--- src/rtl/xbar_ctrl.sv ---
module xbar_ctrl #(
  parameter int N_OUT  = 8,
  parameter int CODE_W = 4,
  parameter int ADDR_W = $clog2(N_OUT)
) (
  input  logic                        clk,
  input  logic                        rst_n,
  input  logic                        ser_par,
  input  logic                        edge_mode,
  input  logic                        wr,
  input  logic                        latch,
  input  logic                        ce_n,
  input  logic                        ce,
  input  logic [ADDR_W-1:0]           addr,
  input  logic [CODE_W-1:0]           din,
  output logic                        ser_out,
  output logic [N_OUT*(CODE_W-1)-1:0] sel,
  output logic [N_OUT-1:0]            en
);
  localparam int SEL_W = CODE_W - 1;
  localparam int MW    = N_OUT * CODE_W;
  localparam logic [CODE_W-1:0] C_OFF  = {1'b1, {SEL_W{1'b0}}};
  localparam logic [CODE_W-1:0] C_DALL = CODE_W'(11);
  localparam logic [CODE_W-1:0] C_EALL = CODE_W'(12);
  localparam logic [CODE_W-1:0] C_CLR  = CODE_W'(13);
  localparam logic [CODE_W-1:0] C_SOFT = CODE_W'(15);
  localparam logic [MW-1:0]     ALL_OFF = {N_OUT{C_OFF}};

  logic [2:0]    wr_sh, la_sh;
  logic [MW-1:0] master_v, slave_v, slave_q;
  logic          glob_en;

  wire wr_rise = wr_sh[1] & ~wr_sh[2];
  wire la_rise = la_sh[1] & ~la_sh[2];
  wire wr_go   = wr_rise & ~ce_n & ce;
  wire is_par  = wr_go & ~ser_par;
  wire par_ld  = is_par & (din <= C_OFF);
  wire do_clr  = is_par & (din == C_CLR);
  wire do_soft = is_par & (din == C_SOFT);
  wire do_xfer = (edge_mode & la_rise) | (~edge_mode & ~la_sh[1]) | do_soft;

  always_ff @(posedge clk or negedge rst_n) begin
    if (!rst_n) begin
      wr_sh    <= '0;
      la_sh    <= '0;
      master_v <= ALL_OFF;
      slave_v  <= ALL_OFF;
      slave_q  <= ALL_OFF;
      glob_en  <= 1'b1;
    end else begin
      wr_sh   <= {wr_sh[1:0], wr};
      la_sh   <= {la_sh[1:0], latch};
      slave_q <= slave_v;
      if (wr_go && ser_par)
        master_v <= {master_v[MW-2:0], din[0]};
      else if (par_ld)
        master_v[addr*CODE_W +: CODE_W] <= din;
      else if (do_clr)
        master_v <= ALL_OFF;
      if (do_clr)
        slave_v <= ALL_OFF;
      else if (do_xfer)
        slave_v <= master_v;
      if (is_par && din == C_DALL)
        glob_en <= 1'b0;
      else if (is_par && din == C_EALL)
        glob_en <= 1'b1;
    end
  end

  assign ser_out = master_v[MW-1];

  for (genvar i = 0; i < N_OUT; i++) begin : g_out
    wire [CODE_W-1:0] cur = slave_v[i*CODE_W +: CODE_W];
    wire [CODE_W-1:0] old = slave_q[i*CODE_W +: CODE_W];
    assign sel[i*SEL_W +: SEL_W] = cur[SEL_W-1:0];
    assign en[i] = glob_en & ~cur[SEL_W] & (cur == old);
  end
endmodule

--- config.mk ---
export PLATFORM = sky130hd
export DESIGN_NAME = xbar_ctrl
export DESIGN_NICKNAME = d
export VERILOG_FILES = /design/src/rtl/xbar_ctrl.sv
export SDC_FILE = /design/constraint.sdc
export NUM_CORES = 1
export LEC_CHECK = 0
export CAP_MARGIN = 10
export CORE_MARGIN = 5
export CORE_UTILIZATION = 49
export CTS_CLUSTER_SIZE = 12
export DETAILED_ROUTE_END_ITERATION = 8
export PLACE_DENSITY = 0.7
export SKIP_LAST_GASP = 1
export SLEW_MARGIN = 20
export SYNTH_ARGS = -nofsm -noshare
export SYNTH_HDL_FRONTEND = slang
export SYNTH_SLANG_ARGS = --single-unit
--- constraint.sdc ---
create_clock -name clk -period 2.2 [get_ports clk]
set_input_delay 0.22 -clock clk [delete_from_list [all_inputs] [get_ports clk]]
set_output_delay 0.22 -clock clk [all_outputs]
set_load 0.01 [all_outputs]
# Yosys cells after proc, flatten, opt, wreduce, memory -nomap -nowiden
# Cells that the tools add are included.
word_totals:
  register_bits: 103
  word_cells: 78
  inputBits: 15
  out_inout_bits: 33
op_classes:
  eq_ne: 12
  n_mux: 8
  n_reduce_logical: 6
  n_bitwise: 42
  shifts: 2
  magnitude_cmp: 1
  n_addsub: 1
op_table:
  columns: ["op", "n"]
  rows:
  - ["$mux W32", 5]
  - ["$neg A5 Y34", 1]
  - ["$shift A4 B34 Y32 const A", 1]
  - ["$shiftx A4 B34 Y32", 1]
  - ["$bwmux W32", 1]
  - ["$eq A4 B4 Y1", 8]
  - ["$and A1 B1 Y1", 26]
  - ["$eq A4 B4 Y1 const B", 4]
  - ["$not A1 Y1", 14]
  - ["$le A4 B4 Y1 const B", 1]
  - ["$reduce_bool A2 Y1", 2]
  - ["$logic_and A1 B1 Y1", 3]
  - ["$reduce_bool A3 Y1", 1]
  - ["$mux W1", 2]
  - ["$or A1 B1 Y1", 2]

# Logic depth before layout (Yosys ltp)
# Gate-level depths: netlist of run 1.
logic_depth:
  word_depth: 9
  ltp_mapped: 9
  ltp_nobuf: 7

# Worst setup path before layout of run 1
# OpenSTA, ideal clock, no wires.
synth_timing:
  path_kind: "input-to-reg"
  startpoint: "input port addr[0]"
  endpoint: "register master_v[24]"
  cell_stages: 8
  n_path_buf: 1
  setup_slack_ns: -0.004
  t_arrival_ns: 2.078
  setup_time_ns: 0.126
  cell_sequence: "buf_2 -> inv_1 -> ha_1 -> ha_1 -> nand2b_1 -> nor4_1 -> o211ai_4 -> a221o_1"
synth_via:
  elab_chain_cells: 5
  elab_cells_between_ends: 6
  cone_classes: "1 x add/sub; 2 x shift; 3 x mux"
synth_lines:
  columns: ["item", "line", "text"]
  rows:
  - ["start, declared", "14", "input logic [ADDR_W-1:0] addr,"]
  - ["$neg A5 Y34 *", "57", "master_v[addr*CODE_W +: CODE_W] <= din;"]
  - ["$shiftx A4 B34 Y32 / $shift A4 B34 Y32 (equally long branches)", "57", null]
  - ["$bwmux W32 *", "57", null]
  - ["$mux W32 *", "56", "else if (par_ld)"]
  - ["$mux W32 *", "54", "if (wr_go && ser_par)"]
  - ["end signal, assigned", "55", "master_v <= {master_v[MW-2:0], din[0]};"]
  - ["end signal, assigned by index", "57", null]
  - ["end, declared", "30", "logic [MW-1:0] master_v, slave_v, slave_q;"]
# Mark *: on every way between the ends. The rest lies on a longest branch, timed or not.
# A chain may end at the register's enable or synchronous reset.

# Worst setup path after layout of run 1
layout_timing:
  startpoint: "register glob_en"
  endpoint: "output port en[5]"
layout_via:
  elab_chain_cells: 2
layout_lines:
  columns: ["item", "line", "text"]
  rows:
  - ["start, declared", "31", "logic glob_en;"]
  - ["start signal, assigned", "49", "glob_en <= 1'b1;"]
  - ["start signal, assigned", "65", "glob_en <= 1'b0;"]
  - ["start signal, assigned", "67", "glob_en <= 1'b1;"]
  - ["$and A1 B1 Y1 (2 in series)", "77", "assign en[i] = glob_en & ~cur[SEL_W] & (cur == old);"]
  - ["end, declared", "18", "output logic [N_OUT-1:0] en"]
# Every way passes these cells.

==> reports/metrics.csv, run 1 <==
metric,value,unit
outcome,finished with violations,
failing_checks,setup timing,
ioPinCount,48,
clk_root_buffer_cell,clkbuf_8,
synthTopCellsByArea,"dfrtp_1, dfstp_2, a22o_1",
rows,35,
maxSlewViolCount,0,
biggest_fanout_along_the_worst_timing_path,4,
ys.warnings.count,0,
finalCoreUtilization,60.05,%
die_h,107.3,um
pwr_density_cell,873.9,mW/mm^2
diodes,0,
cp_data_required_time,1.98,ns
fp.dieArea,0.01152,sq mm
synth_top_flop_cell,dfrtp_1,
detailed_route_via_count,3215,
grt_remaining_overflow,0,
die_width,107.3,um
filler_cell_count,778,
synthesis.instances,377,
postSynth.asyncResetShare,100.0,%
critPathCaptureType,output pin,
synth_top_family_by_area,compound AO/OA/AOI/OAI gates,
post_synth_cell_types,52,
final.hold.worst_slack,0.2743,ns
combPwrFrac,21.6,%
cts_inserted_buffers,9,
worstHoldPathType,in -> reg,
ffs_latches_synth,103,
worstReg2RegStart,wr_sh[2]$_DFF_PN0_,
number_of_violations_of_the_max_capacitance_limit,0,
clkPwrFrac,23.5,%
worst_ep_arrival_time,2.07,ns
criticalPathCategory,reg -> out,
hold_path_startpoint,latch,
cp-start-kind,register,
crit_chain,"clkbuf_4, nand3_1, nor3_1, clkdlybuf4s50_1",
syn2layout_area_growth,19.57,%
htree_num_levels,3,
min_period,2.286,ns
final_min_period_over_clock_period,103.9,%
ant_nets,0,
drt_iter0_markers,300,
wl_per_cell,18.51,um
critical_path.slowest_cell,dfstp_4,
path_clk_slew,0.10,ns
core-area,0.009240,sq mm
final_common_cell,dfrtp_1,
longest_individual_stage_delay_on_the_worst_path,0.64,ns
synthesis.nets,395,
clkSinkCount,103,
post_drt_via_cell_ratio,5.650,
io_buffer_count,47,
rsz0062_at_grt,true,
synth_top_cell_area_share,42.06,%
synthMuxAreaShare,2.696,%
slew-limit-headroom,66.51,%
netlist.top_cell.by_area,dfrtp_1,
grt_max_degree,65,
area_of_the_multi_input_gates,0.001694,sq mm
cts_tree,built,
intPower,3380,uW
worst_clock_skew,0.009096,ns
switching_share,30.30,%
sequentialPowerShare,54.9,%
net-switching-power,1469,uW
p_leak,0.002446,uW
insertion_delay,0.38,ns
seqCellArea,0.002613,sq mm
start_util,50.22,%
synth_edf_count,0,
synth_seq_area_share,56.21,%
post-route-drc-count,0,
finalHoldViolations,0,
synthXorXnorAreaFrac,4.530,%
area_fraction_in_compound_gates_after_synthesis,17.12,%
vdd.ir_drop.worst,0.4301,mV
post_synthesis_adder_cell_area_fraction,0.8088,%
worst_pin_slew,0.5023,ns
yosys.area_share.simple,10.95,%
layout.cells.most_common_list,"dfrtp_1, clkdlybuf4s50_1, buf_4",
grt_first_pass_wirelength,17600,um
max_root_sink_buffers,2,
max_freq,437.4,MHz
finalWeightedCongestion,0.8723,
post_route_cells_drive_above_1_share,24.09,%
drt-total-wl,10540,um
mappedNetlistArea,0.004641,sq mm
finalNetCount,453,
synth.avg_cell_area,12.31,sq um
finalWorstSetupSlack,-0.08644,ns
antenna_violations_before_repair,0,
dp.final_hpwl,7263,um
grt_util_all_layers,19.70,%
setup-violations-final,2,
via_count_of_the_first_global_routing_pass,3300,
cp-startpoint,glob_en$_DFFE_PN1P_,
drt-pass1-iter-count,6,
==> metrics by stage <==
| step | power [uW] | std cells | TNS [ns] | setup slack, ns | cell area, sq um |
|---|---|---|---|---|---|
| 4_1_cts | 4894 | 567 | -0.06674 | -0.04422 | 5504 |
| 3_5_place_dp | 3749 | 549 | -4.490 | -0.2405 | 5296 |
| 2_1_floorplan | 3363 | 377 | 0 | 0.09679 | 4647 |
| 5_1_grt | 5126 | 569 | -0.6014 | -0.1390 | 5549 |
| 6_report | 4849 | 569 | -0.09691 | -0.08644 | 5549 |
| 3_3_place_gp | 3702 | 549 | -3.463 | -0.1890 | 5296 |
==> logic make-up (layout without fill, tap and decap cells) <==
| family | count (synthesis) | in the layout |
|---|---|---|
| adder cells (fa/ha/maj) | 3 | 3 |
| XOR/XNOR | 24 | 24 |
| flip-flops | 103 | 103 |
| multiplexers | 10 | 10 |
| buffers and inverters | 63 | 126 |
| AND/OR/NAND/NOR | 90 | 90 |
| AO/OA/AOI/OAI | 84 | 84 |
==> critical path, delay by kind of cell, from the launching register on <==
kind / cells / cell delay (ns)
buffers and inverters: 2 / 0.76
AND/OR/NAND/NOR: 2 / 0.29
flip-flops: 1 / 0.64
==> metal layers <==
metal  vias up  global-route usage, %  part of all wire (%)  wire, um
li1       1474                      -                     -         -
met1      1622                  26.30                    45      4691
met2        98                  31.99                    48      5097
met3        21                  3.959                   4.9       518
met4         0                  7.032                   2.2       227
met5         -                      0                     0         0
==> layout make-up <==
| class | instances | share of cell area [%] |
|---|---|---|
| multi-input cells | 211 | 30.53 |
| repair buffers | 89 | 14.70 |
| clock buffers | 9 | 2.232 |
| clock inverters | 7 | 1.127 |
| inverters | 21 | 1.421 |
| flip-flops and latches | 103 | 47.08 |
| well taps | 129 | 2.909 |
==> cells in the mapped netlist (6+ instances only) <==
library cell / count
nor3_1: 9
o221ai_1: 11
nor2_1: 22
xnor2_1: 8
xor2_1: 16
inv_1: 21
buf_4: 27
buf_2: 9
a22o_1: 25
dfrtp_1: 78
o22a_1: 8
dfstp_2: 25
o21ai_0: 6
nand3_1: 13
nand2_1: 15
a221o_1: 11
==> what timing repair did <==
| action | CTS | global route |
|---|---|---|
| endpoints found under the hold margin | 32 | 0 |
| buffers inserted | 1 | 2 |
| gates resized for setup | 1 | 4 |
| setup endpoints to repair | 8 | 12 |
| hold buffers | 1 | 0 |
==> flip-flops by register name (all words and copies together) (netlist names) <==
| name | count |
|---|---|
| master_v | 32 |
| slave_q | 32 |
| slave_v | 32 |
| la_sh | 3 |
| wr_sh | 3 |
| glob_en | 1 |
==> path summary, 6_finish.rpt <==
kind	slack [ns]	cells past startpoint	endpoint
max	-0.09	4	en[5]
min	0.27	1	la_sh[0]$_DFF_PN0_
max reg2reg	0.39	5	master_v[11]$_DFFE_PN1P_
min reg2reg	0.37	0	wr_sh[1]$_DFF_PN0_
max in group asynchronous	1.11	3	slave_v[11]$_DFFE_PN1P_
min in group asynchronous	0.34	2	slave_q[0]$_DFF_PN0_
==> power by group through the flow <==
stage / logic, uW / registers (uW) / clock network [uW]
after global placement: 1030 / 2680 / 0
after floorplan: 763 / 2600 / 0
after CTS: 1060 / 2670 / 1170
after global routing: 1150 / 2730 / 1250
final: 1050 / 2660 / 1140
after detailed placement: 1050 / 2700 / 0
Note: power is estimated with default switching activity, not from simulation.
==> run 2: changes to the inputs <==
--- a/config.mk
+++ b/config.mk
@@ -10,7 +10,7 @@
 export CORE_UTILIZATION = 49
 export CTS_CLUSTER_SIZE = 12
 export DETAILED_ROUTE_END_ITERATION = 8
-export PLACE_DENSITY = 0.7
+export DONT_BUFFER_PORTS = 1
 export SKIP_LAST_GASP = 1
 export SLEW_MARGIN = 20
 export SYNTH_ARGS = -nofsm -noshare
==> reports/metrics.csv, run 2 (synthesis results as in run 1) <==
metric,value,unit,change
outcome,finished with violations,,unchanged
failing_checks,hold timing,,was setup timing
post_route_setup_tns,0,ns,was -0.09691 ns
drt-total-wl,9789,um,was 10540 um
clk_root_buffer_cell,clkbuf_8,,unchanged
finalNetCount,379,,was 453
filler_cell_count,786,,was 778
cp-start-kind,register,,unchanged
seqCellArea,0.002609,sq mm,was 0.002613 sq mm
core-area,0.009240,sq mm,unchanged
path_clk_slew,0.09,ns,was 0.10 ns
min_period,1.840,ns,was 2.286 ns
critPathCaptureType,output pin,,unchanged
post_route_cells_drive_above_1_share,19.67,%,was 24.09%
antenna_violations_before_repair,0,,unchanged
net-switching-power,1261,uW,was 1469 uW
criticalPathCategory,reg -> out,,unchanged
worstHoldPathType,in -> async,,was in -> reg
worst_clock_skew,0.01103,ns,was 0.009096 ns
cts_tree,built,,unchanged
setup-violations-final,0,,was 2
fp.dieArea,0.01152,sq mm,unchanged
p_leak,0.002101,uW,was 0.002446 uW
longest_individual_stage_delay_on_the_worst_path,0.75,ns,was 0.64 ns
pwr_density_cell,942.2,mW/mm^2,was 873.9 mW/mm^2
wl_per_cell,19.78,um,was 18.51 um
post_drt_via_cell_ratio,5.715,,was 5.650
area_of_the_multi_input_gates,0.001682,sq mm,was 0.001694 sq mm
final.hold.worst_slack,-0.4492,ns,was 0.2743 ns
htree_num_levels,3,,unchanged
largestRegisters,"master_v x32, slave_q x32, slave_v x32",,unchanged
die_h,107.3,um,unchanged
clkSinkCount,103,,unchanged
post-route-drc-count,0,,unchanged
grt_max_degree,104,,was 65
slew-limit-headroom,61.70,%,was 66.51%
final_min_period_over_clock_period,83.65,%,was 103.9%
finalWeightedCongestion,0.9333,,was 0.8723
finalHoldViolations,103,,was 0
grt_first_pass_wirelength,15890,um,was 17600 um
detailed_route_via_count,2829,,was 3215
worst_ep_arrival_time,1.62,ns,was 2.07 ns
rsz0062_at_grt,false,,was true
drt_iter0_markers,291,,was 300
cp_data_required_time,1.98,ns,about the same
max_freq,543.4,MHz,was 437.4 MHz
grt_util_all_layers,17.96,%,was 19.70%
drt-pass1-iter-count,4,,was 6
combPwrFrac,13.7,%,was 21.6%
maxSlewViolCount,0,,unchanged
layout.cells.most_common_list,"dfrtp_1, a22o_1, dfstp_2",,"was dfrtp_1, clkdlybuf4s50_1, buf_4"
dp.final_hpwl,6647,um,was 7263 um
worst_pin_slew,0.5732,ns,was 0.5023 ns
crit_chain,"nand3_1, nor3_1",,"was clkbuf_4, nand3_1, nor3_1, clkdlybuf4s50_1"
diodes,0,,unchanged
cts_inserted_buffers,9,,unchanged
grt_remaining_overflow,0,,unchanged
critical_path.slowest_cell,dfstp_2,,was dfstp_4
io_buffer_count,0,,was 47
via_count_of_the_first_global_routing_pass,2907,,was 3300
rows,35,,unchanged
insertion_delay,0.36,ns,was 0.38 ns
sequentialPowerShare,59.5,%,was 54.9%
buffers_inserted_by_post_cts_timing_repair,0,,was 1
vdd.ir_drop.worst,0.4620,mV,was 0.4301 mV
syn2layout_area_growth,4.826,%,was 19.57%
die_width,107.3,um,unchanged
switching_share,27.51,%,was 30.30%
ioPinCount,48,,unchanged
final_common_cell,dfrtp_1,,unchanged
max_root_sink_buffers,2,,unchanged
ant_nets,0,,unchanged
clkPwrFrac,26.8,%,was 23.5%
number_of_violations_of_the_max_capacitance_limit,0,,unchanged
intPower,3322,uW,was 3380 uW
biggest_fanout_along_the_worst_timing_path,10,,was 4
start_util,50.22,%,unchanged
[run 2: worst paths after layout]
| check | start | endpoint | slack (ns) | cells after the start |
|---|---|---|---|---|
| max in group asynchronous | rst_n | master_v[3]$_DFFE_PN1P_ | 2.39 | 0 |
| worst min register to register | la_sh[0]$_DFF_PN0_ | la_sh[1]$_DFF_PN0_ | 0.36 | 0 |
| worst min-delay path | rst_n | slave_q[0]$_DFF_PN0_ | -0.45 | 0 |
| worst max register to register | wr_sh[2]$_DFF_PN0_ | master_v[19]$_DFFE_PN1P_ | 0.40 | 5 |
| min in group clk | din[3] | glob_en$_DFFE_PN1P_ | 0.02 | 2 |
| worst max-delay path | glob_en$_DFFE_PN1P_ | en[0] | 0.36 | 2 |
[run 2: metrics by stage]
step | instances | util [%] | setup slack [ns] | instance area [sq um] | power [uW]
6_report | 495 | 52.65 | 0.3598 | 4865 | 4583
5_1_grt | 495 | 52.65 | 0.2551 | 4865 | 4822
4_1_cts | 494 | 52.54 | 0.3255 | 4855 | 4625
3_5_place_dp | 475 | 49.93 | 0.1311 | 4613 | 3394
3_3_place_gp | 475 | 49.93 | 0.1822 | 4613 | 3368
2_1_floorplan | 377 | - | 0.09679 | 4647 | 3363
[run 2: area by class of cell]
cell class	count	share of cell area (%)
tap	129	3.318
inverter	21	1.620
sequential	103	53.63
timing repair buffer	15	2.521
clock buffer	14	3.549
clock inverter	2	0.7973
multi-input combinational	211	34.57
[run 2: layer usage]
metal | GRT usage (%) | wire length, um
met1 | 24.26 | 4515
met2 | 28.37 | 4594
met3 | 4.859 | 575
met4 | 5.479 | 104
met5 | 0 | 0
[run 2: what timing repair did]
action                                  in CTS  in global routing
endpoints found under the hold margin      106                104
resized for setup                            0                  0
hold buffers                                 3                  1
endpoints found under the setup margin       0                  0
[run 2: critical path: cells and delay by family, from the launching register on]
kind	cells	cell delay [ns]
and+or+nand+nor	2	0.52
DFF	1	0.75
[run 2: power groups by stage]
stage / Clock (uW) / Combinational, uW / Sequential (uW)
after floorplan: 0 / 763 / 2600
after global placement: 0 / 610 / 2760
after detailed placement: 0 / 622 / 2770
after CTS: 1260 / 633 / 2740
after global routing: 1330 / 700 / 2790
final: 1230 / 628 / 2720
